===== config.mk =====
export PLATFORM = sky130hd
export DESIGN_NAME = cmdbuf_loader
export DESIGN_NICKNAME = d
export VERILOG_FILES = /design/src/rtl/cmdbuf_pkg.sv /design/src/rtl/cmdbuf_decode.sv /design/src/rtl/cmdbuf_seq.sv /design/src/rtl/cmdbuf_status.sv /design/src/rtl/cmdbuf_regs.sv /design/src/rtl/cmdbuf_loader.sv
export SDC_FILE = /design/constraint.sdc
export NUM_CORES = 1
export LEC_CHECK = 0
export BUFFER_PORTS_ARGS = -buffer_cell sky130_fd_sc_hd__buf_2
export CAP_MARGIN = 10
export CORE_MARGIN = 5
export CORE_UTILIZATION = 40
export DETAILED_ROUTE_END_ITERATION = 16
export PLACE_DENSITY = 0.66
export SLEW_MARGIN = 5
export SYNTH_ARGS = -nofsm -noshare
export SYNTH_HDL_FRONTEND = slang
export SYNTH_HIERARCHICAL = 1
export SYNTH_SLANG_ARGS = --single-unit

===== constraint.sdc =====
create_clock -name clk -period 4.2 [get_ports clk]
set_input_delay 0.63 -clock clk [delete_from_list [all_inputs] [get_ports clk]]
set_output_delay 0.63 -clock clk [all_outputs]
set_load 0.02 [all_outputs]

===== src/rtl/cmdbuf_pkg.sv =====
package cmdbuf_pkg;

   // word addresses of the register file
   localparam int unsigned ADDR_STATUS = 0;
   localparam int unsigned ADDR_CB0    = 1;
   localparam int unsigned ADDR_CB1    = 2;
   localparam int unsigned ADDR_CB2    = 3;
   localparam int unsigned ADDR_CB3    = 4;

   // status register bit carrying the write-command-request flag
   localparam int unsigned STAT_WCR_BIT = 0;

   // pointer width covers up to four descriptor words
   localparam int unsigned PTR_W = 2;

   typedef enum logic [2:0] {
      SEL_STATUS,
      SEL_CB0,
      SEL_CB1,
      SEL_CB2,
      SEL_CB3,
      SEL_NONE
   } regsel_e;

endpackage


===== src/rtl/cmdbuf_decode.sv =====
module cmdbuf_decode
   import cmdbuf_pkg::*;
#(
   parameter int unsigned ADDR_W = 3
) (
   input  logic [ADDR_W-1:0] bus_addr,
   input  logic              bus_wr,
   output regsel_e           rd_sel,
   output logic              wr_status,
   output logic              wr_cb0
);

   always_comb begin
      if (bus_addr == ADDR_W'(ADDR_STATUS))      rd_sel = SEL_STATUS;
      else if (bus_addr == ADDR_W'(ADDR_CB0))    rd_sel = SEL_CB0;
      else if (bus_addr == ADDR_W'(ADDR_CB1))    rd_sel = SEL_CB1;
      else if (bus_addr == ADDR_W'(ADDR_CB2))    rd_sel = SEL_CB2;
      else if (bus_addr == ADDR_W'(ADDR_CB3))    rd_sel = SEL_CB3;
      else                                       rd_sel = SEL_NONE;
   end

   // only two addresses are writable; the other command addresses are read-only aliases
   assign wr_status = bus_wr && (rd_sel == SEL_STATUS);
   assign wr_cb0    = bus_wr && (rd_sel == SEL_CB0);

endmodule


===== src/rtl/cmdbuf_seq.sv =====
module cmdbuf_seq
   import cmdbuf_pkg::*;
#(
   parameter int unsigned NWORDS = 4
) (
   input  logic              clk,
   input  logic              rst_n,
   input  logic              soft_clr,
   input  logic              wr_cb0,
   input  logic              wcr_flag,
   input  logic              four_mode,
   output logic [PTR_W-1:0]  ptr,
   output logic              first_accept,
   output logic [NWORDS-1:0] word_we,
   output logic              launch
);

   logic             accept;
   logic             at_last;
   logic [PTR_W-1:0] last_idx;

   assign last_idx     = (four_mode && (NWORDS > 3)) ? PTR_W'(3) : PTR_W'(2);
   assign accept       = wr_cb0 && !soft_clr && (wcr_flag || (ptr != '0));
   assign first_accept = accept && (ptr == '0);
   assign at_last      = (ptr >= last_idx);

   for (genvar i = 0; i < NWORDS; i++) begin : g_we
      assign word_we[i] = accept && (ptr == PTR_W'(i));
   end

   always_ff @(posedge clk or negedge rst_n) begin
      if (!rst_n) begin
         ptr    <= '0;
         launch <= 1'b0;
      end else if (soft_clr) begin
         ptr    <= '0;
         launch <= 1'b0;
      end else begin
         launch <= accept && at_last;
         if (accept) begin
            ptr <= at_last ? '0 : ptr + 1'b1;
         end
      end
   end

endmodule


===== src/rtl/cmdbuf_status.sv =====
module cmdbuf_status (
   input  logic clk,
   input  logic rst_n,
   input  logic ctrl_idle,
   input  logic ptr_zero,
   input  logic first_accept,
   input  logic w1c,
   output logic wcr_flag
);

   always_ff @(posedge clk or negedge rst_n) begin
      if (!rst_n) begin
         wcr_flag <= 1'b0;
      end else if (first_accept || w1c) begin
         wcr_flag <= 1'b0;
      end else if (ctrl_idle && ptr_zero) begin
         wcr_flag <= 1'b1;
      end
   end

endmodule


===== src/rtl/cmdbuf_regs.sv =====
module cmdbuf_regs #(
   parameter int unsigned DATA_W = 32,
   parameter int unsigned NWORDS = 4
) (
   input  logic                     clk,
   input  logic                     rst_n,
   input  logic                     soft_clr,
   input  logic [NWORDS-1:0]        word_we,
   input  logic [DATA_W-1:0]        wdata,
   output logic [NWORDS*DATA_W-1:0] words
);

   for (genvar i = 0; i < NWORDS; i++) begin : g_word
      always_ff @(posedge clk or negedge rst_n) begin
         if (!rst_n) begin
            words[i*DATA_W +: DATA_W] <= '0;
         end else if (soft_clr) begin
            words[i*DATA_W +: DATA_W] <= '0;
         end else if (word_we[i]) begin
            words[i*DATA_W +: DATA_W] <= wdata;
         end
      end
   end

endmodule


===== src/rtl/cmdbuf_loader.sv =====
module cmdbuf_loader
   import cmdbuf_pkg::*;
#(
   parameter int unsigned DATA_W     = 32,
   parameter int unsigned ADDR_W     = 3,
   parameter int unsigned LEN_W      = 16,
   parameter bit          HAS_FOURTH = 1'b1
) (
   input  logic                clk,
   input  logic                rst_n,
   input  logic                soft_clr,
   input  logic                four_word_mode,
   input  logic                ctrl_idle,
   input  logic                bus_wr,
   input  logic [ADDR_W-1:0]   bus_addr,
   input  logic [DATA_W-1:0]   bus_wdata,
   output logic [DATA_W-1:0]   rd_data,
   output logic                cmd_launch,
   output logic                wcr_flag,
   output logic [LEN_W-1:0]    len_count,
   output logic [4*DATA_W-1:0] cmd_words
);

   localparam int unsigned NWORDS = HAS_FOURTH ? 4 : 3;

   if (LEN_W > DATA_W) begin : g_bad_len
      $error("cmdbuf_loader: LEN_W must not exceed DATA_W");
   end
   if (ADDR_W < 3) begin : g_bad_addr
      $error("cmdbuf_loader: ADDR_W must cover five word addresses");
   end
   if (DATA_W <= STAT_WCR_BIT) begin : g_bad_data
      $error("cmdbuf_loader: DATA_W too narrow for status bit");
   end

   regsel_e                  rd_sel;
   logic                     wr_status;
   logic                     wr_cb0;
   logic [PTR_W-1:0]         ptr;
   logic                     first_accept;
   logic [NWORDS-1:0]        word_we;
   logic [NWORDS*DATA_W-1:0] words;
   logic                     four_mode_eff;

   assign four_mode_eff = HAS_FOURTH && four_word_mode;

   cmdbuf_decode #(.ADDR_W(ADDR_W)) u_decode (
      .bus_addr  (bus_addr),
      .bus_wr    (bus_wr),
      .rd_sel    (rd_sel),
      .wr_status (wr_status),
      .wr_cb0    (wr_cb0)
   );

   cmdbuf_seq #(.NWORDS(NWORDS)) u_seq (
      .clk          (clk),
      .rst_n        (rst_n),
      .soft_clr     (soft_clr),
      .wr_cb0       (wr_cb0),
      .wcr_flag     (wcr_flag),
      .four_mode    (four_mode_eff),
      .ptr          (ptr),
      .first_accept (first_accept),
      .word_we      (word_we),
      .launch       (cmd_launch)
   );

   cmdbuf_status u_status (
      .clk          (clk),
      .rst_n        (rst_n),
      .ctrl_idle    (ctrl_idle),
      .ptr_zero     (ptr == '0),
      .first_accept (first_accept),
      .w1c          (wr_status && bus_wdata[STAT_WCR_BIT]),
      .wcr_flag     (wcr_flag)
   );

   cmdbuf_regs #(.DATA_W(DATA_W), .NWORDS(NWORDS)) u_regs (
      .clk      (clk),
      .rst_n    (rst_n),
      .soft_clr (soft_clr),
      .word_we  (word_we),
      .wdata    (bus_wdata),
      .words    (words)
   );

   // variant choice: with a fourth register the length field is live, otherwise tied off
   if (HAS_FOURTH) begin : g_four
      assign cmd_words = words;
      assign len_count = four_mode_eff ? words[3*DATA_W +: LEN_W] : '0;
   end else begin : g_three
      assign cmd_words = {{DATA_W{1'b0}}, words};
      assign len_count = '0;
   end

   always_comb begin
      rd_data = '0;
      case (rd_sel)
         SEL_STATUS: rd_data[STAT_WCR_BIT] = wcr_flag;
         SEL_CB0:    rd_data = cmd_words[0*DATA_W +: DATA_W];
         SEL_CB1:    rd_data = cmd_words[1*DATA_W +: DATA_W];
         SEL_CB2:    rd_data = cmd_words[2*DATA_W +: DATA_W];
         SEL_CB3:    rd_data = cmd_words[3*DATA_W +: DATA_W];
         default:    rd_data = '0;
      endcase
   end

endmodule


### Word-level counts from Yosys, hierarchy flattened

Index checks and enable logic that the tools add are counted.

* register bits after elaboration: 132
* logic and storage cells: 67
* bits of input ports: 41
* output and inout port bits: 178

* mux-type cells: 23
* equal/unequal tests: 11
* $add $sub $neg: 1
* reduce and logical (&&, ||, !) cells: 24
* order comparisons: 1

Operator list (number)
* $mux 32: 8
* $pmux 31 s4: 1
* $mux 16: 1
* $reduce_bool 2->1: 7
* $eq 3x2->1 const B: 4
* $mux 3: 4
* $logic_and 1x1->1: 11
* $eq 3x1->1 const B: 2
* $eq 3x3->1 const B: 2
* $logic_not 3->1: 2
* $mux 2: 3
* $mux 1: 5
* $pmux 1 s5: 1
* $eq 2x2->1 const B: 2
* $add 2x1->2 const B: 1
* $eq 2x1->1 const B: 1
* $ge 2x2->1: 1
* $logic_not 2->1: 1
* $logic_or 1x1->1: 2
* $logic_not 1->1: 1

### Depth between registers and ports, before layout

Gate-level depths: netlist of run 1.

* word-level depth: 13
* depth in mapped cells: 11
* depth with buffers taken out: 7

### By module

The synthesis of run 1 kept the hierarchy.

Modules (own cells, without submodules)
* cmdbuf_regs: instances 1, cells each 414, seq. area each 3203.1 um2, area an instance 5320.1 um2
* cmdbuf_loader: instances 1, cells each 138, seq. area each 0.0 um2, area an instance 997.2 um2
* cmdbuf_seq: instances 1, cells each 25, seq. area each 75.1 um2, area an instance 267.8 um2
* cmdbuf_decode: instances 1, cells each 5, seq. area each 0.0 um2, area an instance 48.8 um2
* cmdbuf_status: instances 1, cells each 3, seq. area each 25.0 um2, area an instance 43.8 um2

### Worst setup path after synthesis of run 1

OpenSTA, ideal clock, no wires.

* path type: input -> output
* start point: input bus_addr[2]
* end point: output rd_data[10]
* arrival: 1.839 ns
* path buffers: 2
* data required time: 3.570 ns
* slack: 1.731 ns
* cell stages on the path: 6
* cells stage by stage: and2b_2 > buf_4 > nor3b_4 > buf_6 > a22oi_1 > o21ai_0

* cells in the longest elaborated chain, start to end: 8
* elaborated cells on any way between the ends: 15
* classes of those cells: eq/ne (8); mux (6); reduce/logical (1)

Ends and longest elaborated chain
* from (decl): line cmdbuf_loader.sv:15 `input logic [ADDR_W-1:0] bus_addr,`
* $eq 3x3->1: line cmdbuf_decode.sv:18 `else if (bus_addr == ADDR_W'(ADDR_CB3)) rd_sel = SEL_CB3;`
* $mux 1: line cmdbuf_decode.sv:18
* $mux 3: line cmdbuf_decode.sv:17 `else if (bus_addr == ADDR_W'(ADDR_CB2)) rd_sel = SEL_CB2;`
* $mux 3: line cmdbuf_decode.sv:16 `else if (bus_addr == ADDR_W'(ADDR_CB1)) rd_sel = SEL_CB1;`
* $mux 3: line cmdbuf_decode.sv:15 `else if (bus_addr == ADDR_W'(ADDR_CB0)) rd_sel = SEL_CB0;`
* $mux 3 (*): line cmdbuf_decode.sv:14 `if (bus_addr == ADDR_W'(ADDR_STATUS)) rd_sel = SEL_STATUS;`
* $eq 3x3->1, or another cell as far along: line cmdbuf_loader.sv:98 `case (rd_sel)`
* $pmux 31 s4 (*): line cmdbuf_loader.sv:98
* to (decl): line cmdbuf_loader.sv:17 `output logic [DATA_W-1:0] rd_data,`

Every way passes the cells marked *; elsewhere a longest branch is shown, timed or not.

### Final worst setup path of run 1

* start point: input bus_addr[2]
* end point: output rd_data[0]

* elaborated cells on any way between the ends: 16
* classes of those cells: eq/ne (8); mux (6); reduce/logical (2)

RTL lines
* $eq 3x2->1: line cmdbuf_decode.sv:17
* $mux 3: line cmdbuf_decode.sv:17
* $mux 3: line cmdbuf_decode.sv:16
* $mux 3: line cmdbuf_decode.sv:15
* $mux 3 (*): line cmdbuf_decode.sv:14
* via rd_sel[1]: line cmdbuf_loader.sv:36 `regsel_e rd_sel;`
* $eq 3x3->1, or another cell as far along: line cmdbuf_loader.sv:98
* $pmux 1 s5 (*): line cmdbuf_loader.sv:98

The timed path passes the listed nets; every way through them passes the cells marked *.

==> results.json, run 1 <==
{
  "drive_gt1_frac": 0.349,
  "ys_seq_area_frac": 0.495,
  "ff_latch_area_um2": 3300,
  "syn_area_per_cell_um2": 11.4,
  "antennaDiodeCount": 0,
  "synth_top_family_by_area": "multiplexers",
  "synth-xor-area-share": 0,
  "yosys.area_share.adder": 0.00937,
  "status": "finished clean",
  "ys.flop_type": "dfrtp_1",
  "yosysTopAreaCell": "dfrtp_1",
  "cp_common_cell": "buf_2",
  "path_class": "in2out",
  "cts_buffers": 17,
  "cts_resized": 0,
  "grt_first_pass_wirelength_um": 30800,
  "p_per_area_nw_per_um2": 357,
  "postSynth.asyncResetShare": 1.00,
  "grt_overflow": 0,
  "p_total_mw": 2.98,
  "nNetsFinal": 833,
  "path_max_fanout": 21,
  "cts_tree": "built",
  "fillerInstances": 1518,
  "cts_hold_buffers": 0,
  "grt_max_degree": 95,
  "antenna_found_initial": 0,
  "report.final.slew_viol_count": 0,
  "gp_congestion": 0.820,
  "dieArea_um2": 19400,
  "cts_root_buf": "clkbuf_16",
  "std_cell_rows": 47,
  "dp_hpwl_um": 13200,
  "maxCapViolCount": 0,
  "detail_route.iter0.violations": 227,
  "synthSimpleGateAreaFrac": 0.113,
  "finClkSkew_ns": 0.00738,
  "crit_path_end_kind": "output port",
  "fin_util": 0.508,
  "grt_pass1_vias": 5418,
  "via_per_inst": 5.16,
  "syn_inst": 585,
  "max_freq_mhz": 303,
  "start_util": 0.406,
  "wl_per_cell_um": 18.9,
  "cp-start-kind": "input pin",
  "crit_slowest_cell": "and2b_2",
  "mostFrequentLayoutCell": "buf_2",
  "synthDistinctLibCells": 37,
  "htreeDepth": 4,
  "coreArea_um2": 16500,
  "grt_use_total": 0.199,
  "port_buffers": 218,
  "clk_pin_slew_ns": 0.06,
  "layout_common_cells": "216 x buf_2, 158 x mux2i_1, 132 x dfrtp_1",
  "crit_arrival_ns": 2.67,
  "die_h_um": 139,
  "syn_nets": 631,
  "num_vias": 5260,
  "drt-total-wl_um": 19200,
  "drc": 0,
  "maxSlewHeadroom": 0.403,
  "reg2reg_to": "u_regs/words[16]",
  "pin_count": 219,
  "period_share": 0.785,
  "hp-class": "in2async",
  "syn_area_um2": 6680,
  "fp.dieW_um": 139,
  "path_cells": "buf_2, and2b_2, buf_4, mux2i_1, nor2_1, a211o_1, buf_2",
  "required_ns": 3.57,
  "area_delta_synth_final_pct": 25.4,
  "synth_edf_count": 0,
  "hold_viol": 0,
  "rsz0062_at_grt": "false",
  "drtPass1Iterations": 4,
  "path_delay_family": "buffers and inverters",
  "tightest_slew_ns": 0.896,
  "max_stage_delay_ns": 0.61,
  "pre_cts_slack_ns": 0.893,
  "clk_path_buf_depth": 2,
  "ys_seq_elements": 132,
  "leakagePower_nw": 4.11,
  "reg2regPathDepth": 8,
  "fin_ws_ns": 0.905,
  "synth_area_leaders": "dfrtp_1 49%, mux2i_1 24%, nor2_1 7.3%",
  "cp.depth": 7,
  "worstSkewPairLatency_ns": 0.41,
  "tns_ns": 0,
  "synthMuxAreaShare": 0.242,
  "netlist.area_leader.share": 0.495,
  "synth-compound-area-share": 0.0693,
  "cts.sinks": 132,
  "r2r_slack_ns": 1.78,
  "multi_input_area_um2": 2900,
  "setup-violations-final": 0,
  "period_needed_ns": 3.30,
  "timing.rr.start": "u_seq/ptr[0]",
  "postCtsSetupBuffers": 0,
  "yosys_warnings": 6,
  "peakVddDrop_v": 0.000230,
  "postRouteAntennaNets": 0,
  "path_buf_inv": 3
}
-- logic make-up after synthesis --
logic type,count (synthesis)
buf+inv,51
mux,161
fa+ha+maj,5
simple gates,165
compound gates,71
flops,132
-- layer usage --
metal  wire (um)  vias up  GRT usage
li1            -     2438          -
met1        8660     2602      0.267
met2        9030      201      0.317
met3        1370       19     0.0562
met4         185        0     0.0541
met5           0        -          0
-- cell type report --
class	count	share of cell area
Sequential cell	132	0.395
Multi-Input combinational cell	402	0.347
Timing Repair Buffer	231	0.151
Clock buffer	18	0.0525
Tap cell	220	0.0329
Clock inverter	14	0.0212
Inverter	3	0.00135
-- registers in the layout, indices dropped and copies added (netlist names) --
| register | count |
|---|---|
| u_regs/words | 128 |
| u_seq/ptr | 2 |
| u_seq/launch | 1 |
| u_status/wcr_flag | 1 |
-- report_power, final --
group / leakage (nW) / total, mW / switching [mW] / internal, mW
sequential: 1.84 / 1.28 / 0.00488 / 1.28
clock: 0.295 / 1.53 / 0.573 / 0.957
combinational: 1.97 / 0.172 / 0.122 / 0.0495
total: 4.11 / 2.98 / 0.701 / 2.28
-- how the worst max path moves through the flow --
stage	start	to	slack (ns)
2_1_floorplan	bus_addr[2]	rd_data[10]	1.73
3_3_place_gp	bus_addr[2]	rd_data[0]	0.96
3_5_place_dp	bus_addr[2]	rd_data[0]	0.89
4_1_cts	bus_addr[2]	rd_data[0]	0.90
5_1_grt	bus_addr[2]	rd_data[0]	0.83
6_report	bus_addr[2]	rd_data[0]	0.90
-- synth_stat cells (2+ instances only) --
cell      instances
nor2_1          130
buf_6             7
and2_2            4
mux2_2            3
clkbuf_1          3
buf_4             2
clkbuf_2          2
ha_1              5
a211oi_1          2
dfrtp_1         132
o21ai_0          28
a22oi_1          31
buf_12           12
inv_1             3
mux2i_1         158
a31o_1            2
and2_1           17
nand2_1           2
buf_2            22
o21ai_1           3
-- worst register-to-register path, cell delays in order, from the launching register on --
cell	delay, ns
dfrtp_1	0.39
inv_1	0.12
ha_1	0.26
nand2b_4	0.09
and3b_1	0.28
and2_2	0.58
buf_12	0.28
mux2i_1	0.24
nor2_1	0.05
-- through the flow --
step	std cells	cell area, um2	hold WS, ns
2_1_floorplan	585	6680	0.334
3_3_place_gp	988	7750	0.520
3_5_place_dp	988	7750	0.536
4_1_cts	1020	8370	0.345
5_1_grt	1020	8370	0.376
6_report	1020	8370	0.297
No activity file was read; power rests on OpenSTA's default activity.
==> run 2, diff against run 1 <==
Clock period 4.2 ns to 3.39 ns, I/O delays scaled along.
==> run 2 against run 1 <==
Via count down 0.13%. First-iteration DRC count down 13%. Die area did not move. Register-to-register slack got worse by 0.82 ns. Critical path depth is 1 higher. Combinational power rose by 25%. Sequential power up 24%. Largest power group unchanged.
==> results.json, run 2 (synthesized netlist as in run 1, its figures left out) <==
{
  "path_class": "in2out",
  "period_needed_ns": 2.72,
  "mostFrequentLayoutCell": "buf_2",
  "htreeDepth": 4,
  "tightest_slew_ns": 0.893,
  "cts_buffers": 17,
  "leakagePower_nw": 4.13,
  "max_freq_mhz": 368,
  "dieArea_um2": 19400,
  "setup-violations-final": 0,
  "fin_ws_ns": 0.671,
  "nNetsFinal": 837,
  "crit_path_end_kind": "output port",
  "path_max_fanout": 22,
  "via_per_inst": 5.13,
  "pre_cts_slack_ns": 0.651,
  "postCtsSetupBuffers": 0,
  "cts_hold_buffers": 0,
  "finClkSkew_ns": 0.00859,
  "comb_power_share": 0.057,
  "hold_viol": 0,
  "drc": 0,
  "swShare": 0.231,
  "grt_first_pass_wirelength_um": 30800,
  "cp-start-kind": "input pin",
  "hp-class": "in2async",
  "cts_root_buf": "clkbuf_16",
  "clk_path_buf_depth": 2,
  "drive_gt1_frac": 0.351,
  "cts_resized": 0,
  "antennaDiodeCount": 0,
  "report.final.slew_viol_count": 0,
  "cts.sinks": 132,
  "p_per_area_nw_per_um2": 446,
  "p_switching_mw": 0.866,
  "coreArea_um2": 16500,
  "clockPowerShare": 0.519,
  "maxCapViolCount": 0,
  "largest_reg_flops": 128,
  "port_buffers": 218,
  "std_cell_rows": 47,
  "wl_per_cell_um": 18.9,
  "grt_use_total": 0.199,
  "tns_ns": 0,
  "fp.dieW_um": 139,
  "required_ns": 2.88,
  "postRouteAntennaNets": 0,
  "grt_pass1_vias": 5352,
  "period_share": 0.802,
  "cts_tree": "built",
  "gp_congestion": 0.804,
  "start_util": 0.406,
  "worstSkewPairLatency_ns": 0.41,
  "pin_count": 219,
  "status": "finished clean",
  "detail_route.iter0.violations": 198,
  "power.internal_mw": 2.88,
  "antenna_found_initial": 0,
  "area_delta_synth_final_pct": 25.8,
  "peakVddDrop_v": 0.000320,
  "r2r_slack_ns": 0.96,
  "drt-total-wl_um": 19300,
  "grt_max_degree": 98,
  "clk_pin_slew_ns": 0.06,
  "crit_arrival_ns": 2.21,
  "drtPass1Iterations": 4,
  "layout_common_cells": "216 x buf_2, 158 x mux2i_1, 132 x dfrtp_1",
  "pwr-share-seq": 0.424,
  "num_vias": 5253,
  "rsz0062_at_grt": "false",
  "dp_hpwl_um": 13300,
  "grt_overflow": 0,
  "top_register": "u_regs/words",
  "largest_registers": "u_regs/words x128, u_seq/ptr x2",
  "die_h_um": 139,
  "maxSlewHeadroom": 0.405
}
-- run 2: cell count changes in the layout (fill, tap and decap cells not counted), sizes merged --
cell and delta:
bufinv +1, clkinvlp -2, buf +4, clkinv +1, clkbuf -1
-- run 2: layout make-up --
cell class	count	area (um2)
Clock buffer	17	425
Tap cell	220	275
Multi-Input combinational cell	402	2900
Fill cell	1521	8070
Clock inverter	14	203
Inverter	3	11.3
Sequential cell	132	3300
Timing Repair Buffer	235	1280
-- run 2: critical path, cell delays in order --
cell and delay [ns]:
buf_2 0.24, and2b_2 0.28, buf_4 0.22, nor3b_4 0.20, buf_4 0.32, a22oi_1 0.12
o21ai_1 0.11, buf_2 0.18
-- run 2: power by group through the flow --
stage / logic (mW) / clock network, mW / registers [mW]
after detailed placement: 0.219 / 0 / 1.62
after floorplan: 0.0964 / 0 / 1.62
after global routing: 0.238 / 2.07 / 1.59
after global placement: 0.217 / 0 / 1.62
final: 0.215 / 1.94 / 1.59
after CTS: 0.219 / 1.99 / 1.59
-- run 2: final timing paths --
kind,cells past startpoint,end,from
max,8,rd_data[15],bus_addr[2]
min,1,u_regs/words[2],rst_n
max reg2reg,8,u_regs/words[47],u_seq/ptr[0]
min reg2reg,2,u_regs/words[4],u_regs/words[4]
max in group asynchronous,2,u_regs/words[17],rst_n
min in group clk,3,u_regs/words[80],bus_wdata[16]
-- run 2: layer usage --
layer / vias up / share of wire / global-route usage
met3: 19 / 0.061 / 0.0500
met5: - / 0 / 0
li1: 2445 / - / -
met1: 2603 / 0.47 / 0.279
met4: 0 / 0.014 / 0.0577
met2: 186 / 0.46 / 0.308
-- run 2: metrics by stage --
step	cell area, um2	hold WS, ns	total power [mW]	cells	util
detailed placement	7770	0.533	1.84	992	0.472
global placement	7770	0.523	1.83	992	0.472
finish	8400	0.200	3.75	1023	0.510
global route	8400	0.274	3.89	1023	0.510
CTS	8400	0.226	3.80	1023	0.510
floorplan	6680	0.213	1.72	585	-
==> run 3, diff against run 2 <==
Settings changed: PLACE_DENSITY 0.66 to 0.68.
Clock period 3.39 ns to 2.3 ns, I/O delays scaled along.
==> run 3 against run 2 <==
Via count is 1.3% lower. Clock skew is 0.0026 ns lower. First-iteration DRC count is 61% higher. Worst setup slack worse by 0.47 ns. Sequential power is 47% higher. Sequential share of layout area is 0.70 points lower. Register-to-register slack worse by 0.66 ns. Critical path depth is 1 lower. Die area stayed put. Largest cell class unchanged.
==> results.json, run 3 (synthesized netlist as in run 1, its figures left out) <==
{
  "cp-start-kind": "input pin",
  "hold_viol": 0,
  "wl_per_cell_um": 17.9,
  "maxSlewHeadroom": 0.441,
  "place_area_um2": 7950,
  "drive_gt1_frac": 0.360,
  "tns_ns": 0,
  "nNetsFinal": 848,
  "grt_max_degree": 81,
  "pin_count": 219,
  "drt-total-wl_um": 18600,
  "htreeDepth": 4,
  "cts_root_buf": "clkbuf_16",
  "detail_route.iter0.violations": 318,
  "dp_hpwl_um": 13000,
  "p_per_area_nw_per_um2": 626,
  "layout_common_cells": "216 x buf_2, 158 x mux2i_1, 132 x dfrtp_1",
  "coreArea_um2": 16500,
  "postRouteAntennaNets": 0,
  "cts_resized": 0,
  "cts.sinks": 132,
  "cp-startpoint": "bus_addr[2]",
  "worstSkewPairLatency_ns": 0.41,
  "peakVddDrop_v": 0.000464,
  "status": "finished clean",
  "grt_overflow": 0,
  "fin_ws_ns": 0.203,
  "maxCapViolCount": 0,
  "cts_tree": "built",
  "fin_area_um2": 8550,
  "gp_congestion": 0.822,
  "hp-class": "in2reg",
  "grt_first_pass_wirelength_um": 29500,
  "top_register": "u_regs/words",
  "largest_reg_flops": 128,
  "setup-violations-final": 0,
  "area_delta_synth_final_pct": 28.1,
  "grt_use_total": 0.191,
  "tightest_slew_ns": 0.838,
  "r2r_slack_ns": 0.30,
  "antenna_found_initial": 0,
  "port_buffers": 218,
  "fp.dieW_um": 139,
  "path_cells": "buf_2, and2b_2, buf_4, nor2b_1, a22oi_1, o21ai_0, buf_2",
  "cp.depth": 7,
  "max_stage_delay_ns": 0.28,
  "crit_arrival_ns": 1.75,
  "clk_pin_slew_ns": 0.06,
  "leakagePower_nw": 4.20,
  "required_ns": 1.96,
  "report.final.slew_viol_count": 0,
  "via_per_inst": 5.01,
  "path_delay_family": "simple AND/OR/NAND/NOR gates",
  "reg2reg_to": "u_regs/words[22]",
  "antennaDiodeCount": 0,
  "max_freq_mhz": 477,
  "cp_common_cell": "buf_2",
  "path_class": "in2out",
  "path_max_fanout": 11,
  "timing.rr.start": "u_seq/ptr[1]",
  "path_buf_inv": 3,
  "crit_path_end_kind": "output port",
  "reg2regPathDepth": 8,
  "dieArea_um2": 19400,
  "clk_path_buf_depth": 2,
  "crit_path_end": "rd_data[6]",
  "cts_buffers": 17,
  "whs_ns": 0.218,
  "std_cell_rows": 47,
  "rsz0062_at_grt": "false",
  "drc": 0,
  "num_vias": 5187,
  "die_h_um": 139,
  "finClkSkew_ns": 0.00600,
  "crit_slowest_cell": "nor2b_1",
  "period_share": 0.912,
  "drtPass1Iterations": 4,
  "fin_util": 0.519,
  "mostFrequentLayoutCell": "buf_2",
  "grt_pass1_vias": 5180,
  "start_util": 0.406,
  "largest_registers": "u_regs/words x128, u_seq/ptr x2",
  "pre_cts_slack_ns": 0.203,
  "period_needed_ns": 2.10
}
run 3: cell types whose count changed in the layout (fill, tap and decap cells not counted), sizes merged:
| cell | previous run | this run |
|---|---|---|
| clkbuf | 17 | 20 |
| inv | 6 | 4 |
| buf | 235 | 245 |
| clkinvlp | 1 | 3 |
| dlygate4sd3 | 0 | 1 |
| bufinv | 4 | 2 |
run 3: final cells by class:
cell class                 count  area (um2)
fill                        1501        7910
sequential                   132        3300
multi-input combinational    402        2900
timing repair buffer         246        1460
clock buffer                  20         467
tap                          220         275
clock inverter                12         129
inverter                       3        11.3
run 3: worst min path at each step:
stage | from | end | depth (start not counted)
after global routing | ctrl_idle | u_status/wcr_flag | 3
final | ctrl_idle | u_status/wcr_flag | 3
after detailed placement | rst_n | u_regs/words[7] | 1
after global placement | rst_n | u_regs/words[7] | 1
after CTS | bus_wdata[15] | u_regs/words[111] | 3
after floorplan | rst_n | u_regs/words[0] | 0
run 3: repair_timing:
action,in CTS,in global routing
hold buffers,1,0
endpoints found under the hold margin,53,0
buffers inserted,0,0
run 3: through the flow:
stage | std cells | power, mW
5_1_grt | 1035 | 5.55
3_5_place_dp | 1002 | 2.72
6_report | 1035 | 5.36
4_1_cts | 1035 | 5.42
3_3_place_gp | 1002 | 2.71
2_1_floorplan | 585 | 2.53
run 3: per-layer routing:
layer,GRT usage,vias to the layer above,part of all wire
met4,0.0577,0,0.010
met3,0.0548,13,0.081
met2,0.296,199,0.46
met5,0,-,0
met1,0.261,2518,0.45
li1,-,2457,-
run 3: power breakdown:
| part | total (mW) | internal [mW] | switching [mW] |
|---|---|---|---|
| Sequential | 2.34 | 2.33 | 0.00873 |
| Clock | 2.69 | 1.68 | 1.01 |
| Combinational | 0.329 | 0.106 | 0.223 |
| Total | 5.36 | 4.12 | 1.24 |
run 3: worst min-delay path, stage by stage:
cell,delay [ns]
buf_2,0.09
a21oi_2,0.05
nor3_2,0.09
